`config.mk`:
```
export PLATFORM = sky130hd
export DESIGN_NAME = washer_cycle_ctrl
export DESIGN_NICKNAME = d
export VERILOG_FILES = /design/src/rtl/washer_pkg.sv /design/src/rtl/washer_step_timer.sv /design/src/rtl/washer_sequencer.sv /design/src/rtl/washer_drive_reg.sv /design/src/rtl/washer_cycle_ctrl.sv
export SDC_FILE = /design/constraint.sdc
export NUM_CORES = 1
export LEC_CHECK = 0
export ABC_AREA = 1
export BUFFER_PORTS_ARGS = -buffer_cell sky130_fd_sc_hd__buf_2
export CAP_MARGIN = 0
export CORE_MARGIN = 5
export CORE_UTILIZATION = 35
export DETAILED_ROUTE_END_ITERATION = 10
export HOLD_SLACK_MARGIN = 0.03
export PLACE_DENSITY = 0.61
export SETUP_SLACK_MARGIN = 0.2
export SYNTH_ARGS = -nofsm -noshare
export SYNTH_HDL_FRONTEND = slang
export SYNTH_SLANG_ARGS = --single-unit
```
`constraint.sdc`:
```
create_clock -name clk_i -period 2.1 [get_ports clk_i]
set_input_delay 0.105 -clock clk_i [delete_from_list [all_inputs] [get_ports clk_i]]
set_output_delay 0.105 -clock clk_i [all_outputs]
set_load 0.1 [all_outputs]
```
`src/rtl/washer_pkg.sv`:
```
package washer_pkg;

    typedef enum logic [2:0] {
        ST_IDLE  = 3'd0,
        ST_WFILL = 3'd1,
        ST_WAGIT = 3'd2,
        ST_WSPIN = 3'd3,
        ST_RFILL = 3'd4,
        ST_RAGIT = 3'd5,
        ST_RSPIN = 3'd6
    } wash_state_e;

    typedef struct packed {
        logic hot;
        logic cold;
        logic agit;
        logic spin;
    } drive_t;

    localparam drive_t DRIVE_OFF = '{hot: 1'b0, cold: 1'b0, agit: 1'b0, spin: 1'b0};

    function automatic wash_state_e step_after(input wash_state_e s);
        case (s)
            ST_IDLE:  return ST_WFILL;
            ST_WFILL: return ST_WAGIT;
            ST_WAGIT: return ST_WSPIN;
            ST_WSPIN: return ST_RFILL;
            ST_RFILL: return ST_RAGIT;
            ST_RAGIT: return ST_RSPIN;
            default:  return ST_IDLE;
        endcase
    endfunction

    function automatic logic is_fill(input wash_state_e s);
        return (s == ST_WFILL) || (s == ST_RFILL);
    endfunction

    function automatic logic is_timed(input wash_state_e s);
        return (s == ST_WAGIT) || (s == ST_WSPIN) ||
               (s == ST_RAGIT) || (s == ST_RSPIN);
    endfunction

    function automatic drive_t drive_of(input wash_state_e s);
        drive_t d;
        d = DRIVE_OFF;
        case (s)
            ST_WFILL: d.hot  = 1'b1;
            ST_RFILL: d.cold = 1'b1;
            ST_WAGIT,
            ST_RAGIT: d.agit = 1'b1;
            ST_WSPIN,
            ST_RSPIN: d.spin = 1'b1;
            default:  d = DRIVE_OFF;
        endcase
        return d;
    endfunction

    function automatic int max2(input int a, input int b);
        return (a > b) ? a : b;
    endfunction

endpackage

```
`src/rtl/washer_step_timer.sv`:
```
module washer_step_timer
    import washer_pkg::*;
#(
    parameter int WASH_AGIT_CYC  = 5,
    parameter int WASH_SPIN_CYC  = 7,
    parameter int RINSE_AGIT_CYC = 4,
    parameter int RINSE_SPIN_CYC = 6,
    localparam int MAX_DUR = max2(max2(WASH_AGIT_CYC, WASH_SPIN_CYC),
                                  max2(RINSE_AGIT_CYC, RINSE_SPIN_CYC)),
    localparam int CNT_W   = (MAX_DUR > 1) ? $clog2(MAX_DUR) : 1
) (
    input  logic        clk_i,
    input  logic        rst_i,
    input  logic        load_i,
    input  wash_state_e next_i,
    output logic        done_o
);

    logic [CNT_W-1:0] cnt_q;
    logic [CNT_W-1:0] reload;

    always_comb begin
        case (next_i)
            ST_WAGIT: reload = CNT_W'(WASH_AGIT_CYC - 1);
            ST_WSPIN: reload = CNT_W'(WASH_SPIN_CYC - 1);
            ST_RAGIT: reload = CNT_W'(RINSE_AGIT_CYC - 1);
            ST_RSPIN: reload = CNT_W'(RINSE_SPIN_CYC - 1);
            default:  reload = '0;
        endcase
    end

    always_ff @(posedge clk_i) begin
        if (rst_i) begin
            cnt_q <= '0;
        end else if (load_i) begin
            cnt_q <= reload;
        end else if (cnt_q != '0) begin
            cnt_q <= cnt_q - 1'b1;
        end
    end

    assign done_o = (cnt_q == '0);

    AST_CNT_DOWN: assert property (@(posedge clk_i) disable iff (rst_i)
        (!load_i && cnt_q != '0) |=> (cnt_q == $past(cnt_q) - 1'b1));

    AST_CNT_BOUND: assert property (@(posedge clk_i) disable iff (rst_i)
        cnt_q <= CNT_W'(MAX_DUR - 1));

endmodule

```
`src/rtl/washer_sequencer.sv`:
```
module washer_sequencer
    import washer_pkg::*;
(
    input  logic        clk_i,
    input  logic        rst_i,
    input  logic        start_i,
    input  logic        water_full_i,
    input  logic        timer_done_i,
    output wash_state_e state_o,
    output wash_state_e next_o,
    output logic        enter_o
);

    wash_state_e state_q;
    wash_state_e state_d;

    always_comb begin
        state_d = state_q;
        if (state_q == ST_IDLE) begin
            if (start_i) state_d = ST_WFILL;
        end else if (is_fill(state_q)) begin
            if (water_full_i) state_d = step_after(state_q);
        end else if (is_timed(state_q)) begin
            if (timer_done_i) state_d = step_after(state_q);
        end else begin
            state_d = ST_IDLE;
        end
    end

    always_ff @(posedge clk_i) begin
        if (rst_i) state_q <= ST_IDLE;
        else       state_q <= state_d;
    end

    assign state_o = state_q;
    assign next_o  = rst_i ? ST_IDLE : state_d;
    assign enter_o = !rst_i && (state_d != state_q);

    AST_STEP_ORDER: assert property (@(posedge clk_i) disable iff (rst_i)
        (!$past(rst_i) && state_q != $past(state_q)) |->
            (state_q == step_after($past(state_q))));

    AST_FILL_HOLD: assert property (@(posedge clk_i) disable iff (rst_i)
        (is_fill(state_q) && !water_full_i) |=> (state_q == $past(state_q)));

    AST_IDLE_HOLD: assert property (@(posedge clk_i) disable iff (rst_i)
        (state_q == ST_IDLE && !start_i) |=> (state_q == ST_IDLE));

endmodule

```
`src/rtl/washer_drive_reg.sv`:
```
module washer_drive_reg
    import washer_pkg::*;
(
    input  logic        clk_i,
    input  logic        rst_i,
    input  wash_state_e next_i,
    input  wash_state_e state_i,
    output drive_t      drive_o
);

    drive_t drv_q;

    always_ff @(posedge clk_i) begin
        if (rst_i) drv_q <= DRIVE_OFF;
        else       drv_q <= drive_of(next_i);
    end

    assign drive_o = drv_q;

    AST_ONE_DRIVE: assert property (@(posedge clk_i) disable iff (rst_i)
        $onehot0(drv_q));

    AST_IDLE_QUIET: assert property (@(posedge clk_i) disable iff (rst_i)
        (state_i == ST_IDLE) |-> (drv_q == DRIVE_OFF));

    AST_HOT_WASH: assert property (@(posedge clk_i) disable iff (rst_i)
        drv_q.hot |-> (state_i == ST_WFILL));

    AST_COLD_RINSE: assert property (@(posedge clk_i) disable iff (rst_i)
        drv_q.cold |-> (state_i == ST_RFILL));

    AST_AGIT_SPIN: assert property (@(posedge clk_i) disable iff (rst_i)
        (drv_q.agit || drv_q.spin) |-> is_timed(state_i));

endmodule

```
`src/rtl/washer_cycle_ctrl.sv`:
```
module washer_cycle_ctrl
    import washer_pkg::*;
#(
    parameter int WASH_AGIT_CYC  = 5,
    parameter int WASH_SPIN_CYC  = 7,
    parameter int RINSE_AGIT_CYC = 4,
    parameter int RINSE_SPIN_CYC = 6
) (
    input  logic clk_i,
    input  logic rst_i,
    input  logic start_i,
    input  logic water_full_i,
    output logic hot_valve_o,
    output logic cold_valve_o,
    output logic agitator_o,
    output logic spin_o
);

    wash_state_e state;
    wash_state_e state_next;
    logic        enter;
    logic        timer_done;
    drive_t      drive;

    initial begin
        assert (WASH_AGIT_CYC >= 1 && WASH_SPIN_CYC >= 1 &&
                RINSE_AGIT_CYC >= 1 && RINSE_SPIN_CYC >= 1);
    end

    washer_sequencer u_seq (
        .clk_i       (clk_i),
        .rst_i       (rst_i),
        .start_i     (start_i),
        .water_full_i(water_full_i),
        .timer_done_i(timer_done),
        .state_o     (state),
        .next_o      (state_next),
        .enter_o     (enter)
    );

    washer_step_timer #(
        .WASH_AGIT_CYC (WASH_AGIT_CYC),
        .WASH_SPIN_CYC (WASH_SPIN_CYC),
        .RINSE_AGIT_CYC(RINSE_AGIT_CYC),
        .RINSE_SPIN_CYC(RINSE_SPIN_CYC)
    ) u_timer (
        .clk_i (clk_i),
        .rst_i (rst_i),
        .load_i(enter),
        .next_i(state_next),
        .done_o(timer_done)
    );

    washer_drive_reg u_drive (
        .clk_i  (clk_i),
        .rst_i  (rst_i),
        .next_i (state_next),
        .state_i(state),
        .drive_o(drive)
    );

    assign hot_valve_o  = drive.hot;
    assign cold_valve_o = drive.cold;
    assign agitator_o   = drive.agit;
    assign spin_o       = drive.spin;

    AST_RESET_QUIET: assert property (@(posedge clk_i)
        $past(rst_i) |-> (!hot_valve_o && !cold_valve_o && !agitator_o && !spin_o));

endmodule

```
==> results of run 1 <==
## flip-flops by register name, indices dropped and copies added (netlist names)
register / flops
u_timer.cnt_q: 3
u_drive.drive_o: 4
u_seq.state_o: 3
## report_power, final
group | internal (mW) | switching [mW] | leakage [nW]
clock | 0.0658 | 0.0581 | 0.0138
combinational | 0.420 | 0.555 | 0.414
sequential | 0.237 | 0.0364 | 0.0841
## Yosys cell counts
library cell,count,area share [%]
dfxtp_1,10,26
nand3_2,2,2.6
xor2_1,1,1.1
ha_1,4,6.4
o21ai_0,3,1.9
o21bai_1,1,0.96
buf_6,1,1.4
nor2_4,3,4.3
nand3_1,14,9.0
a21oi_1,5,3.2
nand2_1,29,14
o21ai_2,1,1.1
inv_2,6,2.9
inv_1,10,4.8
o21ai_1,2,1.3
nor3_1,3,1.9
nor2_1,3,1.4
nand2_2,9,7.2
nor2_2,4,3.2
nand2_4,3,4.3
o211ai_1,1,0.96
## layer usage
layer	vias up	share of wire [%]	track usage, %
li1	404	-	-
met1	360	43	13.4
met2	14	51	15.7
met3	5	2.8	1.81
met4	0	2.4	5.96
met5	-	0	0
## layout make-up
class	instances	area (um2)
clock buffers	3	22.5
fillers	237	1130
inverters	16	60.1
multi-input cells	88	609
flip-flops and latches	10	209
well taps	28	35.0
repair buffers	16	106
## logic make-up after synthesis
logic type | share of synthesized area [%]
flops | 25.7
compound gates | 9.49
buf+inv | 9.16
xor+xnor | 1.13
fa+ha+maj | 6.43
simple gates | 48.1
## timing repair
| action | in CTS | in global routing |
|---|---|---|
| endpoints found under the setup margin | 3 | 5 |
| pin swaps | 0 | 13 |
| hold endpoints to repair | 0 | 0 |
| setup buffers | 0 | 8 |
| gates cloned | 0 | 0 |
| gates resized for setup | 2 | 31 |
## metrics by stage
stage / utilization (%) / worst slack, ns / area [um2] / hold slack [ns] / instances
after floorplan: - / 0.285 / 778 / 0.186 / 115
after global placement: 38.9 / 0.200 / 845 / 0.434 / 150
after detailed placement: 38.9 / 0.183 / 845 / 0.444 / 150
after CTS: 40.2 / 0.222 / 872 / 0.167 / 153
after global routing: 48.0 / 0.133 / 1040 / 0.206 / 161
final: 48.0 / 0.261 / 1040 / 0.184 / 161
## worst max path at each step
stage	start	endpoint	slack (ns)	depth (start not counted)
2_1_floorplan	u_seq.state_o[1]$_DFF_P_	u_timer.cnt_q[1]$_SDFFE_PP0P_	0.29	14
3_3_place_gp	u_timer.cnt_q[0]$_SDFFE_PP0P_	u_timer.cnt_q[1]$_SDFFE_PP0P_	0.20	16
3_5_place_dp	u_timer.cnt_q[0]$_SDFFE_PP0P_	u_timer.cnt_q[1]$_SDFFE_PP0P_	0.18	16
4_1_cts	u_timer.cnt_q[0]$_SDFFE_PP0P_	u_timer.cnt_q[1]$_SDFFE_PP0P_	0.22	18
5_1_grt	u_timer.cnt_q[0]$_SDFFE_PP0P_	u_timer.cnt_q[1]$_SDFFE_PP0P_	0.13	18
6_report	u_timer.cnt_q[1]$_SDFFE_PP0P_	u_timer.cnt_q[2]$_SDFFE_PP0P_	0.26	16
==> reports/metrics.sh, run 1 <==
RUN_STATUS='finished, final reports clean'
DRTITER0DRC=12
CORE_BOX_AREA_UM2=2170
TIMING.CRITICAL_PATH.BUF_INV=4
TOTALNEGATIVESETUPSLACK_NS=0
P_TOTAL_mW=1.37
DIE_HEIGHT_UM=57.2
FINALHOLDVIOLCOUNT=0
CLOCK-ROOT-BUFFER='clkbuf_4'
CRITICAL-PATH-TOP-DELAY-FAMILY='simple AND/OR/NAND/NOR gates'
LAYOUT-DRIVE-GT1-SHARE_PCT=52.6
FINALSETUPVIOLATIONS=0
START_UTIL_PCT=35.9
SYN_AVG_CELL_AREA_UM2=6.77
FINAL_COMMON_CELL='nand2_1'
CPMAXSTAGEDELAYCELL='dfxtp_2'
WORST_SETUP_PATH_START_KIND='flip-flop'
PORTBUFFERS=7
PATH_MAX_FANOUT=6
REG2REG_SETUP_SLACK_NS=0.26
NETLIST_INSTANCES=115
REGTOREGSTARTPOINT='u_timer.cnt_q[1]$_SDFFE_PP0P_'
FINAL.SETUP_SKEW_NS=0.00222
CTS_MAX_PATH_BUFFERS=2
FIRST_GLOBAL_VIAS=661
FINAL_PERIOD_MINUS_WORST_SETUP_SLACK_NS=1.84
CRITICAL_PATH_CLASS='reg -> reg'
CHIPWIDTH_UM=57.2
WL_UM=1800
HP-START='rst_i'
FIRSTDRTPASSITERS=4
DETAIL-ROUTE-ANTENNA-NETS=0
TIMING.CRITICAL_PATH.CELLS='inv_2, ha_4, inv_2, nor2_4, inv_2, nand2_1, nand2_2, inv_2, nand2_2, nand2_2, nand2_4, nor2_4, o21ai_0, o21ai_1, nand2_1, nor2_2'
HOLDPATHSTAGES=2
CLOCK_SINKS=10
IO_PINS=8
WORSTHOLDENDPOINT='u_seq.state_o[2]$_DFF_P_'
GRT_SETUP_UNREPAIRED='true'
POST-DP-HPWL_UM=1240
CRITPATHMAXSTAGEDELAY_NS=0.32
NUMCTSBUFFERS=3
FLOORPLAN.DIE_AREA_UM2=3270
GRT_ANTENNA_BEFORE_REPAIR=0
LAYOUT-AREA-OVERHEAD-VS-SYNTH_PCT=33.9
WORST_SETUP_PATH_END_KIND='flip-flop'
GP_CONGESTION=0.754
CLOCK_LATENCY_NS=0.26
PATH_CLK_SLEW_NS=0.06
TOTAL_STANDARD_CELL_AREA_AFTER_SYNTHESIS_UM2=778
GRT_PASS1_WL_UM=2670
TIGHTESTPINTRANSITION_NS=0.489
WORST_PATH_MOST_REPEATED_CELL='inv_2'
HOLDBUFCOUNTCTS=0
GLOBALROUTETOTALUTIL_PCT=10.2
LEAKAGE_nW=0.512
MOSTFREQUENTLAYOUTCELLS='nand2_1 (22), nand2_2 (13), nand3_1 (11), inv_2 (10), buf_4 (8)'
HTREEDEPTH=1
TIMING.REG2REG.WORST_PATH_DEPTH=16
CRIT-REG2REG-CAPTURE='u_timer.cnt_q[2]$_SDFFE_PP0P_'
ROUTED_WIRE_LENGTH_PER_INSTANCE_UM=11.2
YOSYSUNIQUECELLTYPES=21
ROUTE.DETAILED.DRC=0
POWER.DENSITY_CELL_AREA_nW_PER_UM2=1320
FINAL_NETS=143
SYNTH-SEQ-CELLS=10
MAX_CAP_VIOLATIONS=0
ANTENNADIODECOUNT=0
GLOBALROUTE.TOTALOVERFLOW=0
SLEW-LIMIT-HEADROOM_PCT=67.6
YS.WARNINGS.COUNT=0
YOSYSSEQAREASHARE_PCT=25.7
VIAS_PER_CELL=4.86
FMAX_GHz=0.544
MIN-DELAY-PATH-CLASS='in -> reg'
TIMING.FINAL.MAX_SLEW_VIOLATIONS=0
VIAS=783
SYNTH_FP_NETS=123
CLOCK_TREE_FROM_TRITONCTS='done'
WORSTPATHARRIVAL_NS=2.04
LARGEST_NET_DEGREE_AT_THE_START_OF_GLOBAL_ROUTING=9
STD_CELL_ROWS=17
WORST-ENDPOINT-REQUIRED_NS=2.30
PERIOD_SHARE_PCT=87.6
IRDROPWORSTVDD_mV=0.584
No activity file was read; power rests on OpenSTA's default activity.
==> inputs of run 2 (changes only) <==
--- a/config.mk
+++ b/config.mk
@@ -16,4 +16,5 @@
 export SETUP_SLACK_MARGIN = 0.2
 export SYNTH_ARGS = -nofsm -noshare
 export SYNTH_HDL_FRONTEND = slang
+export SYNTH_HIERARCHICAL = 1
 export SYNTH_SLANG_ARGS = --single-unit
==> reports/metrics.sh, run 2 <==
SYNTH-SEQ-CELLS=10
PATH_CLK_SLEW_NS=0.07
SYNTH_EDF_COUNT=0
WORST_PATH_MOST_REPEATED_CELL='nand2_1'
PLACED_CELLS_INCL_TAPS=179
TIMING.CRITICAL_PATH.BUF_INV=2
WORST_SETUP_PATH_END_KIND='flip-flop'
DOMINANTREGCELLSYNTH='dfxtp_1'
SYNTHDOMINANTCELLAREASHARE_PCT=22.8
SYNTH_COMMONEST_CELLS='nand2_1 (37), inv_1 (18), nand3_1 (16)'
LAYOUT-AREA-OVERHEAD-VS-SYNTH_PCT=37.3
FLOORPLAN.DIE_AREA_UM2=3610
SYNTHMUXAREASHARE_PCT=0
ROUTED_WIRE_LENGTH_PER_INSTANCE_UM=10.6
CORE_BOX_AREA_UM2=2430
FIRSTDRTPASSITERS=4
LAYOUT-DRIVE-GT1-SHARE_PCT=48.5
MIN-DELAY-PATH-CLASS='in -> reg'
SYNTH_ASYNC_SR_FLOP_SHARE_PCT=0
WORST_SLACK_AT_PLACEMENT_NS=0.0859
POWER.DENSITY_CELL_AREA_nW_PER_UM2=895
HTREEDEPTH=1
YOSYSSEQAREASHARE_PCT=22.8
SETUP_WS_NS=0.125
POST-DP-HPWL_UM=1390
CTS_MAX_PATH_BUFFERS=2
TIMING.FINAL.MAX_SLEW_VIOLATIONS=0
GRT_PASS1_WL_UM=3380
CPMAXSTAGEDELAYCELL='dfxtp_4'
CRITICAL_PATH_CLASS='reg -> reg'
YOSYSUNIQUECELLTYPES=22
SYNTH_TOP_FAMILY_BY_AREA='simple AND/OR/NAND/NOR gates'
SYNTH_SIMPLE_GATE_AREA_SHARE_PCT=47.2
FINALSETUPVIOLATIONS=0
YS.WARNINGS.COUNT=6
STD_CELL_ROWS=18
CLOCK_LATENCY_NS=0.27
UTILIZATION_PCT=49.6
POST-SYNTH-TOP-AREA-CELL='dfxtp_1'
VIAS_PER_CELL=4.65
CLOCK-ROOT-BUFFER='clkbuf_4'
CRITICAL-PATH-TOP-DELAY-FAMILY='simple AND/OR/NAND/NOR gates'
WL_UM=2070
POST_SYNTH_MAIN_AREA_CONTRIBUTORS='dfxtp_1 (23%), nand2_1 (16%), nand3_1 (9.1%)'
CRITPATHMAXSTAGEDELAY_NS=0.40
YOSYS.CELL_COUNT.TOP_TYPE='nand2_1'
CHIPWIDTH_UM=60.1
FINAL_COMMON_CELL='nand2_1'
FMAX_GHz=0.506
START_UTIL_PCT=36.1
NUMCTSBUFFERS=3
GLOBALROUTETOTALUTIL_PCT=12.3
PATH_MAX_FANOUT=9
LARGEST_REGISTER_FFS=4
SYN_AVG_CELL_AREA_UM2=6.32
CLOCK_TREE_FROM_TRITONCTS='done'
GP_CONGESTION=0.812
MOSTFREQUENTLAYOUTCELLS='nand2_1 (33), nand3_1 (15), buf_4 (14), inv_1 (14), inv_2 (11)'
ADDER_CELL_FRACTION_OF_SYNTH_AREA_PCT=5.70
FIRST_GLOBAL_VIAS=812
GLOBALROUTE.TOTALOVERFLOW=0
IRDROPWORSTVDD_mV=0.570
ANTENNADIODECOUNT=0
PERIOD_SHARE_PCT=94.1
IO_PINS=8
FINAL.SETUP_SKEW_NS=0.00997
SLEW-LIMIT-HEADROOM_PCT=67.7
LARGEST_NET_DEGREE_AT_THE_START_OF_GLOBAL_ROUTING=11
NETLIST_INSTANCES=139
WORSTPATHARRIVAL_NS=2.14
FINAL_PERIOD_MINUS_WORST_SETUP_SLACK_NS=1.98
FIN_CELLS=195
ROUTE.DETAILED.DRC=0
CLOCK_SINKS=10
VIAS=907
FINAL_NETS=174
HOLDBUFCOUNTCTS=0
TIMING.CRITICAL_PATH.CELLS='inv_6, ha_4, nand2_4, nand2_2, nand2_1, nand2_1, nand2_2, nand2_2, nand2_1, nand2_1, nand2_1, nor2_2, nor2_2, inv_2, nand2_4, o21ai_2, nor2_1, nor2_1'
TIGHTESTPINTRANSITION_NS=0.488
DIE_HEIGHT_UM=60.1
FINALHOLDVIOLCOUNT=0
SYNTH_XOR_XNOR_AREA_SHARE_PCT=0
LEAKAGE_nW=0.592
WORST_SETUP_PATH_START_KIND='flip-flop'
SYNTH_COMPOUND_GATE_AREA_SHARE_PCT=9.97
GRT_ANTENNA_BEFORE_REPAIR=0
SYNTH_FP_NETS=147
TOTAL_STANDARD_CELL_AREA_AFTER_SYNTHESIS_UM2=878
PORTBUFFERS=7
WORST-ENDPOINT-REQUIRED_NS=2.27
GRT_SETUP_UNREPAIRED='true'
RUN_STATUS='finished, final reports clean'
DRTITER0DRC=19
MAX_CAP_VIOLATIONS=0
DETAIL-ROUTE-ANTENNA-NETS=0
[run 2: where the power goes]
part | switching, mW | leakage (nW) | internal [mW]
clock network | 0.0689 | 0.0210 | 0.105
registers | 0.0348 | 0.0845 | 0.226
logic | 0.366 | 0.487 | 0.279
[run 2: layout make-up]
| cell class | instances | area [um2] |
|---|---|---|
| Timing Repair Buffer | 23 | 163 |
| Inverter | 27 | 114 |
| Fill cell | 264 | 1230 |
| Multi-Input combinational cell | 101 | 642 |
| Sequential cell | 10 | 214 |
| Clock buffer | 4 | 36.3 |
| Tap cell | 30 | 37.5 |
[run 2: kinds of logic after synthesis]
family | count (synthesis)
compound gates | 15
fa+ha+maj | 4
simple gates | 82
buf+inv | 28
flops | 10
[run 2: timing repair]
item / CTS / global route
endpoints found under the setup margin: 6 / 7
setup buffers: 8 / 4
pin swaps: 7 / 13
gates resized for setup: 13 / 13
[run 2: final timing paths]
path,start,to,slack (ns),depth (start not counted)
min,rst_i,u_drive/drive_o[2]$_SDFF_PP0_,0.16,2
min reg2reg,u_timer/cnt_q[1]$_SDFFE_PP0P_,u_timer/cnt_q[1]$_SDFFE_PP0P_,0.54,2
max reg2reg,u_seq/state_o[1]$_DFF_P_,u_timer/cnt_q[0]$_SDFFE_PP0P_,0.12,18
max,u_seq/state_o[1]$_DFF_P_,u_timer/cnt_q[0]$_SDFFE_PP0P_,0.12,18
[run 2: layer usage]
metal	part of all wire, %	GRT usage, %
met1	45	14.8
met2	53	21.3
met3	1.2	1.51
met4	0.39	6.01
met5	0	0
[run 2: per-stage QoR]
stage	TNS (ns)	power (mW)	cell area, um2	hold slack, ns
2_1_floorplan	0	0.660	903	0.177
3_3_place_gp	0	0.729	995	0.423
3_5_place_dp	0	0.742	995	0.419
4_1_cts	0	1.01	1130	0.143
5_1_grt	-0.0973	1.19	1210	0.175
6_report	0	1.08	1210	0.158
